===== src/rtl/ptimer_pkg.sv =====
package ptimer_pkg;
  localparam int unsigned ADDR_W = 2;

  localparam logic [ADDR_W-1:0] A_CNT_LO = 2'd0;
  localparam logic [ADDR_W-1:0] A_CNT_HI = 2'd1;
  localparam logic [ADDR_W-1:0] A_CTRL   = 2'd2;
  localparam logic [ADDR_W-1:0] A_STAT   = 2'd3;

  localparam int unsigned B_RUN    = 0;
  localparam int unsigned B_PIN_EN = 1;
  localparam int unsigned B_TOGGLE = 2;
  localparam int unsigned B_ONCE   = 3;
  localparam int unsigned B_EXTSRC = 4;

  typedef struct packed {
    logic ext_src;
    logic one_shot;
    logic toggle;
    logic pin_en;
  } mode_t;
endpackage


===== src/rtl/ptimer_sync_edge.sv =====
module ptimer_sync_edge #(
  parameter int unsigned STAGES = 2
) (
  input  logic clk,
  input  logic rst,
  input  logic async_in,
  output logic rise_o
);
  logic [STAGES-1:0] chain_q;
  logic              prev_q;

  genvar g;
  generate
    for (g = 0; g < STAGES; g++) begin : g_stage
      if (g == 0) begin : g_first
        always_ff @(posedge clk) begin
          if (rst) chain_q[g] <= 1'b0;
          else     chain_q[g] <= async_in;
        end
      end else begin : g_next
        always_ff @(posedge clk) begin
          if (rst) chain_q[g] <= 1'b0;
          else     chain_q[g] <= chain_q[g-1];
        end
      end
    end
  endgenerate

  always_ff @(posedge clk) begin
    if (rst) prev_q <= 1'b0;
    else     prev_q <= chain_q[STAGES-1];
  end

  assign rise_o = chain_q[STAGES-1] & ~prev_q;
endmodule


===== src/rtl/ptimer_core.sv =====
module ptimer_core #(
  parameter int unsigned CNT_W = 16
) (
  input  logic             clk,
  input  logic             rst,
  input  logic             tick,
  input  logic             load_now,
  input  logic [CNT_W-1:0] load_val,
  input  logic [CNT_W-1:0] latch_val,
  output logic [CNT_W-1:0] cnt_o,
  output logic             uf_o
);
  logic [CNT_W-1:0] cnt_q;
  localparam logic [CNT_W-1:0] ZERO = '0;

  assign uf_o  = tick && (cnt_q == ZERO);
  assign cnt_o = cnt_q;

  always_ff @(posedge clk) begin
    if (rst)           cnt_q <= '0;
    else if (load_now) cnt_q <= load_val;
    else if (uf_o)     cnt_q <= latch_val;
    else if (tick)     cnt_q <= cnt_q - 1'b1;
  end

  assert_reload_R4: assert property (@(posedge clk) disable iff (rst)
    (uf_o && !load_now) |=> (cnt_q == $past(latch_val)));

  assert_hold_R3: assert property (@(posedge clk) disable iff (rst)
    (!tick && !load_now) |=> $stable(cnt_q));
endmodule


===== src/rtl/ptimer_outgen.sv =====
module ptimer_outgen (
  input  logic clk,
  input  logic rst,
  input  logic started,
  input  logic uf,
  input  logic toggle_sel,
  output logic out_o
);
  logic tog_q;
  logic pulse_q;

  always_ff @(posedge clk) begin
    if (rst) begin
      tog_q   <= 1'b0;
      pulse_q <= 1'b0;
    end else begin
      pulse_q <= uf;
      if (started) tog_q <= 1'b1;
      else if (uf) tog_q <= ~tog_q;
    end
  end

  assign out_o = toggle_sel ? tog_q : pulse_q;

  assert_pulse_after_uf_R7: assert property (@(posedge clk) disable iff (rst)
    uf |=> pulse_q);

  assert_start_sets_tog_R8: assert property (@(posedge clk) disable iff (rst)
    started |=> tog_q);
endmodule


===== src/rtl/ptimer_regs.sv =====
module ptimer_regs
  import ptimer_pkg::*;
#(
  parameter int unsigned CNT_W = 16,
  parameter int unsigned BUS_W = 8
) (
  input  logic              clk,
  input  logic              rst,
  input  logic              bus_wr,
  input  logic              bus_rd,
  input  logic [ADDR_W-1:0] bus_addr,
  input  logic [BUS_W-1:0]  bus_wdata,
  input  logic [CNT_W-1:0]  cnt_i,
  input  logic              uf_i,
  output logic [BUS_W-1:0]  bus_rdata,
  output mode_t             mode_o,
  output logic              run_o,
  output logic              started_o,
  output logic              load_now_o,
  output logic [CNT_W-1:0]  load_val_o,
  output logic [CNT_W-1:0]  latch_o,
  output logic              irq_o
);
  localparam int unsigned HALF_W = CNT_W / 2;

  logic [CNT_W-1:0] latch_q;
  mode_t            mode_q;
  logic             run_q, run_d;
  logic             flag_q, flag_d;
  logic             mask_q, mask_d;
  logic             irq_q;
  logic [BUS_W-1:0] rdata_q;
  logic             wr_ctrl, wr_hi, wr_lo, wr_stat, rd_stat;

  assign wr_lo   = bus_wr && (bus_addr == A_CNT_LO);
  assign wr_hi   = bus_wr && (bus_addr == A_CNT_HI);
  assign wr_ctrl = bus_wr && (bus_addr == A_CTRL);
  assign wr_stat = bus_wr && (bus_addr == A_STAT);
  assign rd_stat = bus_rd && (bus_addr == A_STAT);

  assign load_now_o = wr_hi && mode_q.one_shot;
  assign load_val_o = {bus_wdata[HALF_W-1:0], latch_q[HALF_W-1:0]};

  always_comb begin
    run_d = run_q;
    if (uf_i && mode_q.one_shot) run_d = 1'b0;
    if (wr_ctrl)                 run_d = bus_wdata[B_RUN];
    if (load_now_o)              run_d = 1'b1;
  end

  always_comb begin
    flag_d = flag_q;
    if (rd_stat) flag_d = 1'b0;
    if (uf_i)    flag_d = 1'b1;
    mask_d = wr_stat ? bus_wdata[0] : mask_q;
  end

  assign started_o = run_d && !run_q;

  always_ff @(posedge clk) begin
    if (rst) begin
      latch_q <= '1;
      mode_q  <= '0;
      run_q   <= 1'b0;
      flag_q  <= 1'b0;
      mask_q  <= 1'b0;
      irq_q   <= 1'b0;
    end else begin
      if (wr_lo) latch_q[HALF_W-1:0]     <= bus_wdata[HALF_W-1:0];
      if (wr_hi) latch_q[CNT_W-1:HALF_W] <= bus_wdata[HALF_W-1:0];
      if (wr_ctrl) begin
        mode_q.pin_en   <= bus_wdata[B_PIN_EN];
        mode_q.toggle   <= bus_wdata[B_TOGGLE];
        mode_q.one_shot <= bus_wdata[B_ONCE];
        mode_q.ext_src  <= bus_wdata[B_EXTSRC];
      end
      run_q  <= run_d;
      flag_q <= flag_d;
      mask_q <= mask_d;
      irq_q  <= flag_d && mask_d;
    end
  end

  always_ff @(posedge clk) begin
    if (rst) begin
      rdata_q <= '0;
    end else if (bus_rd) begin
      case (bus_addr)
        A_CNT_LO: rdata_q <= cnt_i[HALF_W-1:0];
        A_CNT_HI: rdata_q <= cnt_i[CNT_W-1:HALF_W];
        A_CTRL:   rdata_q <= {3'b000, mode_q.ext_src, mode_q.one_shot,
                              mode_q.toggle, mode_q.pin_en, run_q};
        default:  rdata_q <= {irq_q, 6'b000000, flag_q};
      endcase
    end
  end

  assign bus_rdata = rdata_q;
  assign mode_o    = mode_q;
  assign run_o     = run_q;
  assign latch_o   = latch_q;
  assign irq_o     = irq_q;

  assert_oneshot_stop_R5: assert property (@(posedge clk) disable iff (rst)
    (uf_i && mode_q.one_shot && !wr_ctrl && !load_now_o) |=> !run_q);

  assert_flag_set_R10: assert property (@(posedge clk) disable iff (rst)
    uf_i |=> flag_q);

  assert_irq_masked_R11: assert property (@(posedge clk) disable iff (rst)
    irq_q |-> (flag_q && mask_q));

  assert_oneshot_load_R6: assert property (@(posedge clk) disable iff (rst)
    load_now_o |=> run_q);
endmodule


===== src/rtl/ptimer_top.sv =====
module ptimer_top
  import ptimer_pkg::*;
#(
  parameter int unsigned CNT_W       = 16,
  parameter int unsigned BUS_W       = 8,
  parameter int unsigned SYNC_STAGES = 2
) (
  input  logic              clk,
  input  logic              rst,
  input  logic              bus_wr,
  input  logic              bus_rd,
  input  logic [ADDR_W-1:0] bus_addr,
  input  logic [BUS_W-1:0]  bus_wdata,
  output logic [BUS_W-1:0]  bus_rdata,
  input  logic              ext_count_in,
  input  logic              port_data_in,
  input  logic              port_dir_in,
  output logic              pin_out,
  output logic              pin_oe,
  output logic              irq
);
  mode_t            mode;
  logic             run, started, load_now, ext_rise, tick, uf, tmr_out;
  logic [CNT_W-1:0] cnt, load_val, latch;

  ptimer_sync_edge #(.STAGES(SYNC_STAGES)) u_sync (
    .clk(clk), .rst(rst), .async_in(ext_count_in), .rise_o(ext_rise));

  assign tick = run && (mode.ext_src ? ext_rise : 1'b1);

  ptimer_regs #(.CNT_W(CNT_W), .BUS_W(BUS_W)) u_regs (
    .clk(clk), .rst(rst), .bus_wr(bus_wr), .bus_rd(bus_rd),
    .bus_addr(bus_addr), .bus_wdata(bus_wdata), .cnt_i(cnt), .uf_i(uf),
    .bus_rdata(bus_rdata), .mode_o(mode), .run_o(run),
    .started_o(started), .load_now_o(load_now), .load_val_o(load_val),
    .latch_o(latch), .irq_o(irq));

  ptimer_core #(.CNT_W(CNT_W)) u_core (
    .clk(clk), .rst(rst), .tick(tick), .load_now(load_now),
    .load_val(load_val), .latch_val(latch), .cnt_o(cnt), .uf_o(uf));

  ptimer_outgen u_out (
    .clk(clk), .rst(rst), .started(started), .uf(uf),
    .toggle_sel(mode.toggle), .out_o(tmr_out));

  assign pin_out = mode.pin_en ? tmr_out : port_data_in;
  assign pin_oe  = mode.pin_en | port_dir_in;

  assert_pin_forced_R9: assert property (@(posedge clk) disable iff (rst)
    mode.pin_en |-> pin_oe);
endmodule


===== config.mk =====
export PLATFORM = sky130hd
export DESIGN_NAME = ptimer_top
export DESIGN_NICKNAME = d
export VERILOG_FILES = /design/src/rtl/ptimer_pkg.sv /design/src/rtl/ptimer_sync_edge.sv /design/src/rtl/ptimer_core.sv /design/src/rtl/ptimer_outgen.sv /design/src/rtl/ptimer_regs.sv /design/src/rtl/ptimer_top.sv
export SDC_FILE = /design/constraint.sdc
export NUM_CORES = 1
export LEC_CHECK = 0
export BUFFER_PORTS_ARGS = -buffer_cell sky130_fd_sc_hd__buf_2
export CORE_ASPECT_RATIO = 1.25
export CORE_UTILIZATION = 53
export CTS_CLUSTER_DIAMETER = 60
export DETAILED_ROUTE_END_ITERATION = 6
export PLACE_DENSITY = 0.83
export SYNTH_ARGS = -nofsm -noshare
export SYNTH_HDL_FRONTEND = slang
export SYNTH_SLANG_ARGS = --single-unit
export TNS_END_PERCENT = 5

===== constraint.sdc =====
create_clock -name clk -period 1.65 [get_ports clk]
set_input_delay 0.33 -clock clk [delete_from_list [all_inputs] [get_ports clk]]
set_output_delay 0.33 -clock clk [all_outputs]
set_load 0.01 [all_outputs]

; Word-level counts from Yosys, hierarchy flattened
; Cells that the tools add are included.
[word_totals]
reg_bits = 53
output_inout_bits = 11
elab_cells = 56
[op_classes]
n_addsub = 1
n_eq_ne = 3
muxes = 15
n_bitwise = 4
n_reduce_logical = 16
[op_table]
columns = cell, count
row1 = $mux W16, 3
row2 = $pmux W8 S3, 1
row3 = $logic_not A16 Y1, 1
row4 = $sub A16 B1 Y16 const B, 1
row5 = $logic_and A1 B1 Y1, 11
row6 = $mux W1, 11
row7 = $eq A2 B2 Y1 const B, 2
row8 = $reduce_bool A3 Y1, 1
row9 = $eq A2 B1 Y1 const B, 1
row10 = $logic_not A2 Y1, 1
row11 = $not A1 Y1, 2
row12 = $reduce_bool A2 Y1, 1
row13 = $and A1 B1 Y1, 1
row14 = $logic_not A1 Y1, 1
row15 = $or A1 B1 Y1, 1

; Logic depth before layout (Yosys ltp)
; Gate-level depths: netlist of run 1.
[logic_depth]
ltp_word = 11
depth_mapped = 7
depth_no_buf = 7

; By module
; A second synthesis of run 1 with hierarchy kept.
[unflattened]
cells_unflattened = 321
area_unflattened_um2 = 2880.3
[modules_own_cells]
columns = module, n_inst, cells_each, area_each_um2, seq_area_each_um2
row1 = ptimer_regs, 1, 158, 1534.0, 640.6
row2 = ptimer_core, 1, 145, 1151.1, 320.3
row3 = ptimer_sync_edge, 1, 7, 87.6, 60.1
row4 = ptimer_outgen, 1, 7, 75.1, 40.0
row5 = ptimer_top, 1, 4, 32.5, 0.0

; Least setup slack after synthesis of run 1
; Ideal clock, no wire load.
[synth_path]
path_kind = register to register
startpoint = register u_core.cnt_q[0], in the netlist u_core.cnt_o[0]
endpoint = register u_core.cnt_q[4], in the netlist u_core.cnt_o[4]
setup_time_ns = 0.073
arrival_ns = 1.691
required_time_ns = 1.577
slack_ns = -0.114
path_stages_with_launch = 8
path_buffers = 0
synth_period_minus_slack_ns = 1.764
path_cell_list = dfxtp_1 -> inv_1 -> ha_1 -> nor3b_1 -> and4_4 -> nor3_1 -> o31a_1 -> nor3_2
[synth_between]
elab_chain_len = 4
elab_cells_between_ends = 7
[synth_lines]
columns = element, line
row1 = "start, declared", ptimer_core.sv:13  ; logic [CNT_W-1:0] cnt_q;
row2 = "start signal, assigned", ptimer_core.sv:21  ; else if (load_now) cnt_q <= load_val;
row3 = "start signal, assigned", ptimer_core.sv:22  ; else if (uf_o) cnt_q <= latch_val;
row4 = "start signal, assigned", ptimer_core.sv:23  ; else if (tick) cnt_q <= cnt_q - 1'b1;
row5 = $sub A16 B1 Y16 or $logic_not A16 Y1 (tied branches), "ptimer_core.sv:23, ptimer_core.sv:16"
row6 = $mux W16 or $logic_and A1 B1 Y1 (tied branches), "ptimer_core.sv:23, ptimer_core.sv:16"
row7 = $mux W16, ptimer_core.sv:22
row8 = $mux W16, ptimer_core.sv:21
; Parallel ways exist; a longest one is shown, timed or not. The select of a mux whose other input is x is not followed.
; A chain may end at the register's enable or synchronous reset.

; Worst setup path in the final report of run 1
[layout_path]
startpoint = register u_core.cnt_q[2], in the netlist u_core.cnt_o[2]
endpoint = register u_core.cnt_q[5], in the netlist u_core.cnt_o[5]
; Same word-level chain as after synthesis.

==> summary.txt, run 1 <==
CP max stage delay: 0.57 ns
grt ovf: 0
Vias: 2587
worst min-delay path class: input port to flop
Final Slew Violations: 0
Req. time, crit path: 1.84 ns
failing checks: setup timing
Synth Flop Type: dfxtp_1
CP Max Fanout: 5
critical path class: flop to flop
status: finished with violations
period utilisation layout: 109%
Cell Pwr Density: 945 nW/um2
first-pass GRT wire length: 12200 um
Hold WS: 0.229 ns
DRT Pass-1 Iters: 6
Final Instance Area: 3450 um2
hold-fix buffers at CTS: 0
worst path cell trace: or4_4 -> buf_6 -> o31a_1 -> a31oi_1 -> o32ai_1
#FFs+latches synth: 53
fmax: 0.554 GHz
Async SR Flop Fraction: 0%
Final Hold Viols: 0
Clock Skew: 0.00833 ns
Synth Area in Compound Gates: 16.8%
Slew HR: 71.9%
share of cells above drive strength 1: 33.6%
Synth Area in XOR/XNOR: 3.24%
GPL Wtd Cong: 0.992
starting density of the core: 55.9%
HPWL Detailed: 5840 um
number of flops mapped to enable cells by yosys: 0
clock latency on the worst-skew pair: 0.31 ns
Gate Count Post-Synth: 301
Max-Cap Viols: 0
main area contributors after synthesis: dfxtp_1 (39%), mux2i_1 (9.3%), nand2_1 (5.7%)
worst-margin pin slew: 0.421 ns
crit path buf inv count: 1
n_diodes: 0
Starting DRT DRC Count: 207
post-synth top area cell: dfxtp_1
port bufs: 27
area share of fa/ha/maj cells after synthesis: 0.925%
post-DR vias/cell: 5.99
multiplexer share of the synthesized area: 10.5%
Synth Area in Simple Gates: 25.6%
post-route ant nets: 0
Leak: 1.52 nW
Filler Cells Inserted: 344
wirelength, routed: 7930 um
Crit path max-delay family: compound AO/OA/AOI/OAI gates
main combinational cell family by area after synthesis: simple AND/OR/NAND/NOR gates
worst IR drop on VDD: 0.593 mV
PnR worst setup slack: -0.154 ns
die height: 81.9 um
GRT Total Usage: 31.1%
Seq/Total Area, Yosys: 39.2%
wire length per cell: 18.3 um
Die Wd: 65.9 um
dpl cell area: 3250 um2
root buffer cell: clkbuf_8
Setup violations, final: 12
clock sinks: 53
Syn. warnings: 0
Placeable Area: 4830 um2
Layout Utilization: 71.3%
RSZ-0062 raised after global routing: true
crit path DAT: 2.00 ns
initial antenna violation count: 0
largest net degree at the start of global routing: 16
CTS tree: done
Ports: 28
CP max stage cell: or4_4
type of origin of the critical path: flop
Yosys top cell area share: 39.2%
syn_nets: 320
Netlist Area Pre-Place: 2700 um2
fin nets: 390
vias in the first global route: 2503
Layout area overhead: 27.4%
full die area: 5390 um2
post-layout min period: 1.80 ns
TritonCTS buffer count: 5
clock buffer depth: 2
Crit. End Element: flop
DRC: 0
syn_area_per_cell: 8.98 um2
H-Tree Depth: 2
# rows: 28
CTS clk-pin slew, worst paths: 0.09 ns
Synth cell types: 57
[logic make-up (layout without fill, tap and decap cells)]
kind of cell / count (synthesis) / after routing
AOI/OAI and AO/OA: 53 / 53
xor gates and xnor gates: 10 / 10
adders and majority gates: 2 / 2
buffers and inverters: 24 / 95
DFF: 53 / 53
muxes: 27 / 27
and+or+nand+nor: 132 / 132
[what timing repair did]
| item | CTS | global route |
|---|---|---|
| buffers inserted | 4 | 0 |
| pin swaps | 15 | 7 |
| endpoints found under the setup margin | 18 | 20 |
| gates resized for setup | 14 | 7 |
[cells in the final DEF (no fill, tap or decap), drive strengths merged, types with 2 or more instances in the layout]
master	synthesis	layout
xnor2	5	5
nand4	3	3
a211oi	5	5
clkbuf	11	7
o31a	3	3
ha	2	2
inv	7	7
o211ai	2	2
dfxtp	53	53
nand3	19	19
a21oi	10	10
nand2	42	42
nand4b	2	2
a21o	3	3
a2111oi	2	2
xor2	5	5
a31oi	3	3
nor2b	5	5
nor2	39	39
and3	3	3
o21ai	5	5
o32ai	6	6
a221oi	4	4
nor4	4	4
buf	6	80
nor3b	2	2
nor3	6	6
o22ai	3	3
and2	2	2
mux2i	25	25
[area by class of cell]
class | instances | area (um2) | area share [%]
clock buffer | 7 | 76.3 | 2.21
clock inverter | 1 | 7.51 | 0.218
inverter | 7 | 26.3 | 0.763
multi-input combinational | 224 | 1610 | 46.8
sequential | 53 | 1060 | 30.9
tap | 60 | 75.1 | 2.18
timing repair buffer | 80 | 582 | 16.9
[cell usage after synthesis, drive strengths merged, types with 2 or more instances]
cell type,n
nor2b,5
nor3,6
a31oi,3
o31a,3
mux2i,25
nor3b,2
xor2,5
ha,2
a2111oi,2
buf,6
o21ai,5
clkbuf,11
and3,3
nand3,19
a221oi,4
and2,2
xnor2,5
a211oi,5
nand2,42
dfxtp,53
inv,7
o211ai,2
o22ai,3
a21oi,10
nor4,4
nand4b,2
nor2,39
o32ai,6
nand4,3
a21o,3
[power by group]
group | internal, mW | switching (mW) | leakage (nW)
clock network | 0.301 | 0.418 | 0.0385
registers | 1.35 | 0.0636 | 0.434
logic | 0.535 | 0.590 | 1.05
[layer usage]
layer	part of all wire, %	up-vias	track usage [%]
met3	6.2	40	5.69
li1	-	1218	-
met5	0	-	0
met4	5.7	0	22.6
met1	40	1206	35.6
met2	48	123	51.5
[registers in the layout (all words and copies together), names as in the netlist]
| name | count |
|---|---|
| u_regs.mask_q | 1 |
| u_regs.irq_o | 1 |
| u_out.pulse_q | 1 |
| u_sync.chain_q | 2 |
| u_out.tog_q | 1 |
| u_regs.mode_o | 4 |
| u_regs.bus_rdata | 8 |
| u_core.cnt_o | 16 |
| u_regs.latch_o | 16 |
| u_regs.run_o | 1 |
| u_regs.flag_q | 1 |
| u_sync.prev_q | 1 |
[worst register-to-register path, stage by stage, from the launching register on]
cell and delay, ns:
dfxtp_2 0.35, or4_4 0.57, buf_6 0.16, o31a_1 0.24, a31oi_1 0.25, o32ai_1 0.12
[stage by stage]
step	TNS, ns	power, mW	worst slack (ns)	cells
global placement	-0.603	2.43	-0.116	420
floorplan	-0.174	2.07	-0.0420	301
detailed placement	-1.07	2.45	-0.157	420
global route	-1.37	3.38	-0.117	432
finish	-0.645	3.26	-0.154	432
CTS	-0.241	3.20	-0.0334	432
[final timing paths]
path / cells past startpoint / endpoint / slack (ns) / start
max: 5 / u_core.cnt_o[5]$_SDFFE_PP0P_ / -0.15 / u_core.cnt_o[2]$_SDFFE_PP0P_
min: 2 / u_sync.chain_q[0]$_SDFF_PP0_ / 0.23 / ext_count_in
max reg2reg: 5 / u_core.cnt_o[5]$_SDFFE_PP0P_ / -0.15 / u_core.cnt_o[2]$_SDFFE_PP0P_
min reg2reg: 1 / u_sync.chain_q[1]$_SDFF_PP0_ / 0.45 / u_sync.chain_q[0]$_SDFF_PP0_
No activity file was read; power rests on OpenSTA's default activity.
==> inputs of run 2 (changes only) <==
--- a/config.mk
+++ b/config.mk
@@ -10,8 +10,9 @@
 export CORE_UTILIZATION = 53
 export CTS_CLUSTER_DIAMETER = 60
 export DETAILED_ROUTE_END_ITERATION = 6
-export PLACE_DENSITY = 0.83
+export PLACE_DENSITY = 0.82
 export SYNTH_ARGS = -nofsm -noshare
 export SYNTH_HDL_FRONTEND = slang
+export SYNTH_HIERARCHICAL = 1
 export SYNTH_SLANG_ARGS = --single-unit
 export TNS_END_PERCENT = 5
==> run 2 against run 1 <==
Against the previous run:
- the run still ends with setup timing left
- wire length is 4.6% lower
- clock power rose by 6.3%
- sequential share of layout area about the same
- synthesized area rose by 6.5%
- register-to-register slack worse by 0.10 ns
- design area grew 0.36%
- worst setup slack got worse by 0.10 ns
- global-route usage decreased by 2.9 points
- fmax is 5.5% lower
- critical path type unchanged
- largest power group unchanged
==> summary.txt, run 2 <==
status: finished with violations
Final Slew Violations: 0 (unchanged)
CP Max Fanout: 7 (+2)
die height: 84.4 um (+3.1%)
H-Tree Depth: 2 (unchanged)
CTS clk-pin slew, worst paths: 0.10 ns (about the same)
full die area: 5740 um2 (+6.3%)
multiplexer share of the synthesized area: 6.99% (-3.5 points)
Vias: 2588 (+0.039%)
Synth Area in Compound Gates: 17.6% (+0.84 points)
Req. time, crit path: 1.84 ns (about the same)
Max-Cap Viols: 0 (unchanged)
Placeable Area: 5150 um2 (+6.6%)
Leak: 1.42 nW (-6.9%)
worst min-delay path class: input port to flop
syn_area_per_cell: 8.97 um2 (-0.11%)
wire length per cell: 17.5 um (-4.3%)
period utilisation layout: 116% (+6.3 points)
GPL Wtd Cong: 0.889 (-10%)
type of origin of the critical path: flop
Yosys top cell area share: 36.8% (-2.4 points)
TritonCTS buffer count: 5 (unchanged)
crit path DAT: 2.10 ns (+0.10 ns)
starting density of the core: 55.9% (about the same)
Netlist Area Pre-Place: 2880 um2 (+6.5%)
Layout Cells excl Fill: 431 (-0.23%)
clock sinks: 53 (unchanged)
CTS tree: done
Synth Flop Type: dfxtp_1
Synth Area in XOR/XNOR: 4.56% (+1.3 points)
grt ovf: 0 (unchanged)
failing checks: setup timing
HPWL Detailed: 5450 um (-6.6%)
main combinational cell family by area after synthesis: simple AND/OR/NAND/NOR gates
root buffer cell: clkbuf_8
post-layout min period: 1.91 ns (+0.104 ns)
commonest non-fill, non-tap cell in the layout: dfxtp_1
largest net degree at the start of global routing: 25 (+9)
vias in the first global route: 2466 (-1.5%)
initial antenna violation count: 0 (unchanged)
critical path class: flop to flop
first-pass GRT wire length: 12200 um (unchanged)
most frequent cells in the layout: dfxtp_1 (50), buf_4 (49), a21oi_1 (28)
Die Wd: 67.9 um (+3.1%)
hold-fix buffers at CTS: 0 (unchanged)
worst IR drop on VDD: 0.694 mV (+17%)
top-count cell post-synth: dfxtp_1
top cells by count, synth: dfxtp_1 (53), a21oi_1 (28), nor2b_1 (27), nor2_1 (19), buf_4 (17)
syn_nets: 339 (+5.9%)
Ports: 28 (unchanged)
Seq/Total Area, Yosys: 36.8% (-2.4 points)
Syn. warnings: 6 (+6)
number of flops mapped to enable cells by yosys: 0 (unchanged)
Setup violations, final: 18 (+6)
Cell Pwr Density: 852 nW/um2 (-9.9%)
Clock Skew: 0.00403 ns (-0.00430 ns)
Synth Area in Simple Gates: 24.5% (-1.1 points)
share of cells above drive strength 1: 32.0% (-1.6 points)
RSZ-0062 raised after global routing: true
Layout area overhead: 20.1%
post-synth top area cell: dfxtp_1
fin nets: 386 (-1.0%)
clock buffer depth: 2 (unchanged)
Starting DRT DRC Count: 163 (-21%)
post-route ant nets: 0 (unchanged)
fmax: 0.524 GHz (-5.5%)
#FFs+latches synth: 53 (unchanged)
Hold WS: 0.240 ns (+0.0102 ns)
Crit. End Element: flop
DRT Pass-1 Iters: 4 (-2)
PnR worst setup slack: -0.258 ns (-0.104 ns)
wirelength, routed: 7560 um (-4.6%)
Async SR Flop Fraction: 0% (unchanged)
Gate Count Post-Synth: 321 (+6.6%)
area share of fa/ha/maj cells after synthesis: 0.434% (-0.49 points)
GRT Total Usage: 28.2% (-2.9 points)
clock latency on the worst-skew pair: 0.30 ns (about the same)
post-DR vias/cell: 6.00 (+0.27%)
Final Hold Viols: 0 (unchanged)
Synth cell types: 54 (-5.3%)
worst-margin pin slew: 0.411 ns (-0.0101 ns)
# rows: 29 (+3.6%)
main area contributors after synthesis: dfxtp_1 (37%), nor2b_1 (5.9%), a211o_1 (4.9%)
Sum Neg Setup Slack: -2.26 ns (-1.61 ns)
placed cell count: 423 (+0.71%)
Slew HR: 72.6% (+0.65 points)
DRC: 0 (unchanged)
port bufs: 27 (unchanged)
n_diodes: 0 (unchanged)
-- run 2: cell types whose count changed after synthesis, sizes merged, moves of 12 or more --
cell   previous run  this run
a211o             0        16
a21oi            10        28
buf               6        26
mux2i            25        13
nand2            42        14
nor2             39        20
nor2b             5        28
nor3b             2        15
-- run 2: layer usage --
metal	routed length, um	track usage, %	vias up
met4	184	10.0	0
li1	-	-	1227
met5	0	0	-
met2	3770	44.8	90
met3	378	4.76	16
met1	3230	37.6	1255
-- run 2: cell families after synthesis --
family,after synthesis
AOI/OAI and AO/OA,73
and+or+nand+nor,119
xor gates and xnor gates,15
muxes,18
DFF,53
buffers and inverters,42
adders and majority gates,1
-- run 2: what timing repair did --
| item | 4_1_cts | 5_1_grt |
|---|---|---|
| pin swaps | 1 | 0 |
| setup buffers | 0 | 0 |
| endpoints found under the setup margin | 20 | 21 |
| resized for setup | 19 | 3 |
| cloned | 0 | 0 |
-- run 2: path summary, 6_finish.rpt --
check | slack [ns] | endpoint | from | depth (start not counted)
max reg2reg | -0.26 | u_core/cnt_o[0]$_SDFFE_PP0P_ | u_sync/chain_q[1]$_SDFF_PP0_ | 7
max | -0.26 | u_core/cnt_o[0]$_SDFFE_PP0P_ | u_sync/chain_q[1]$_SDFF_PP0_ | 7
min | 0.24 | u_sync/chain_q[0]$_SDFF_PP0_ | ext_count_in | 2
min reg2reg | 0.45 | u_sync/chain_q[1]$_SDFF_PP0_ | u_sync/chain_q[0]$_SDFF_PP0_ | 1
-- run 2: layout make-up --
cell class,instances,area (um2)
Clock inverter,2,13.8
Clock buffer,6,82.6
Inverter,4,15.0
Timing Repair Buffer,78,549
Multi-Input combinational cell,226,1650
Fill cell,421,1690
Tap cell,62,77.6
Sequential cell,53,1070
-- run 2: critical path: stages, from the launching register on --
cell and delay [ns]:
dfxtp_2 0.34, nor2b_4 0.13, inv_2 0.04, a21boi_2 0.15, or4bb_1 0.40, or4_4 0.49, o211ai_1 0.18, o21ai_1 0.08
-- run 2: power breakdown --
group          internal (mW)  switching, mW
clock network          0.341          0.423
logic                  0.403          0.403
registers               1.34         0.0369
-- run 2: stage by stage --
stage          total power [mW]  instance area, um2  setup slack [ns]  utilization, %
2_1_floorplan              1.89                2930            -0.229               -
3_3_place_gp               2.12                3280            -0.354            63.6
3_5_place_dp               2.13                3280            -0.400            63.6
4_1_cts                    2.94                3450            -0.260            67.0
5_1_grt                    3.08                3460            -0.345            67.1
6_report                   2.95                3460            -0.258            67.1
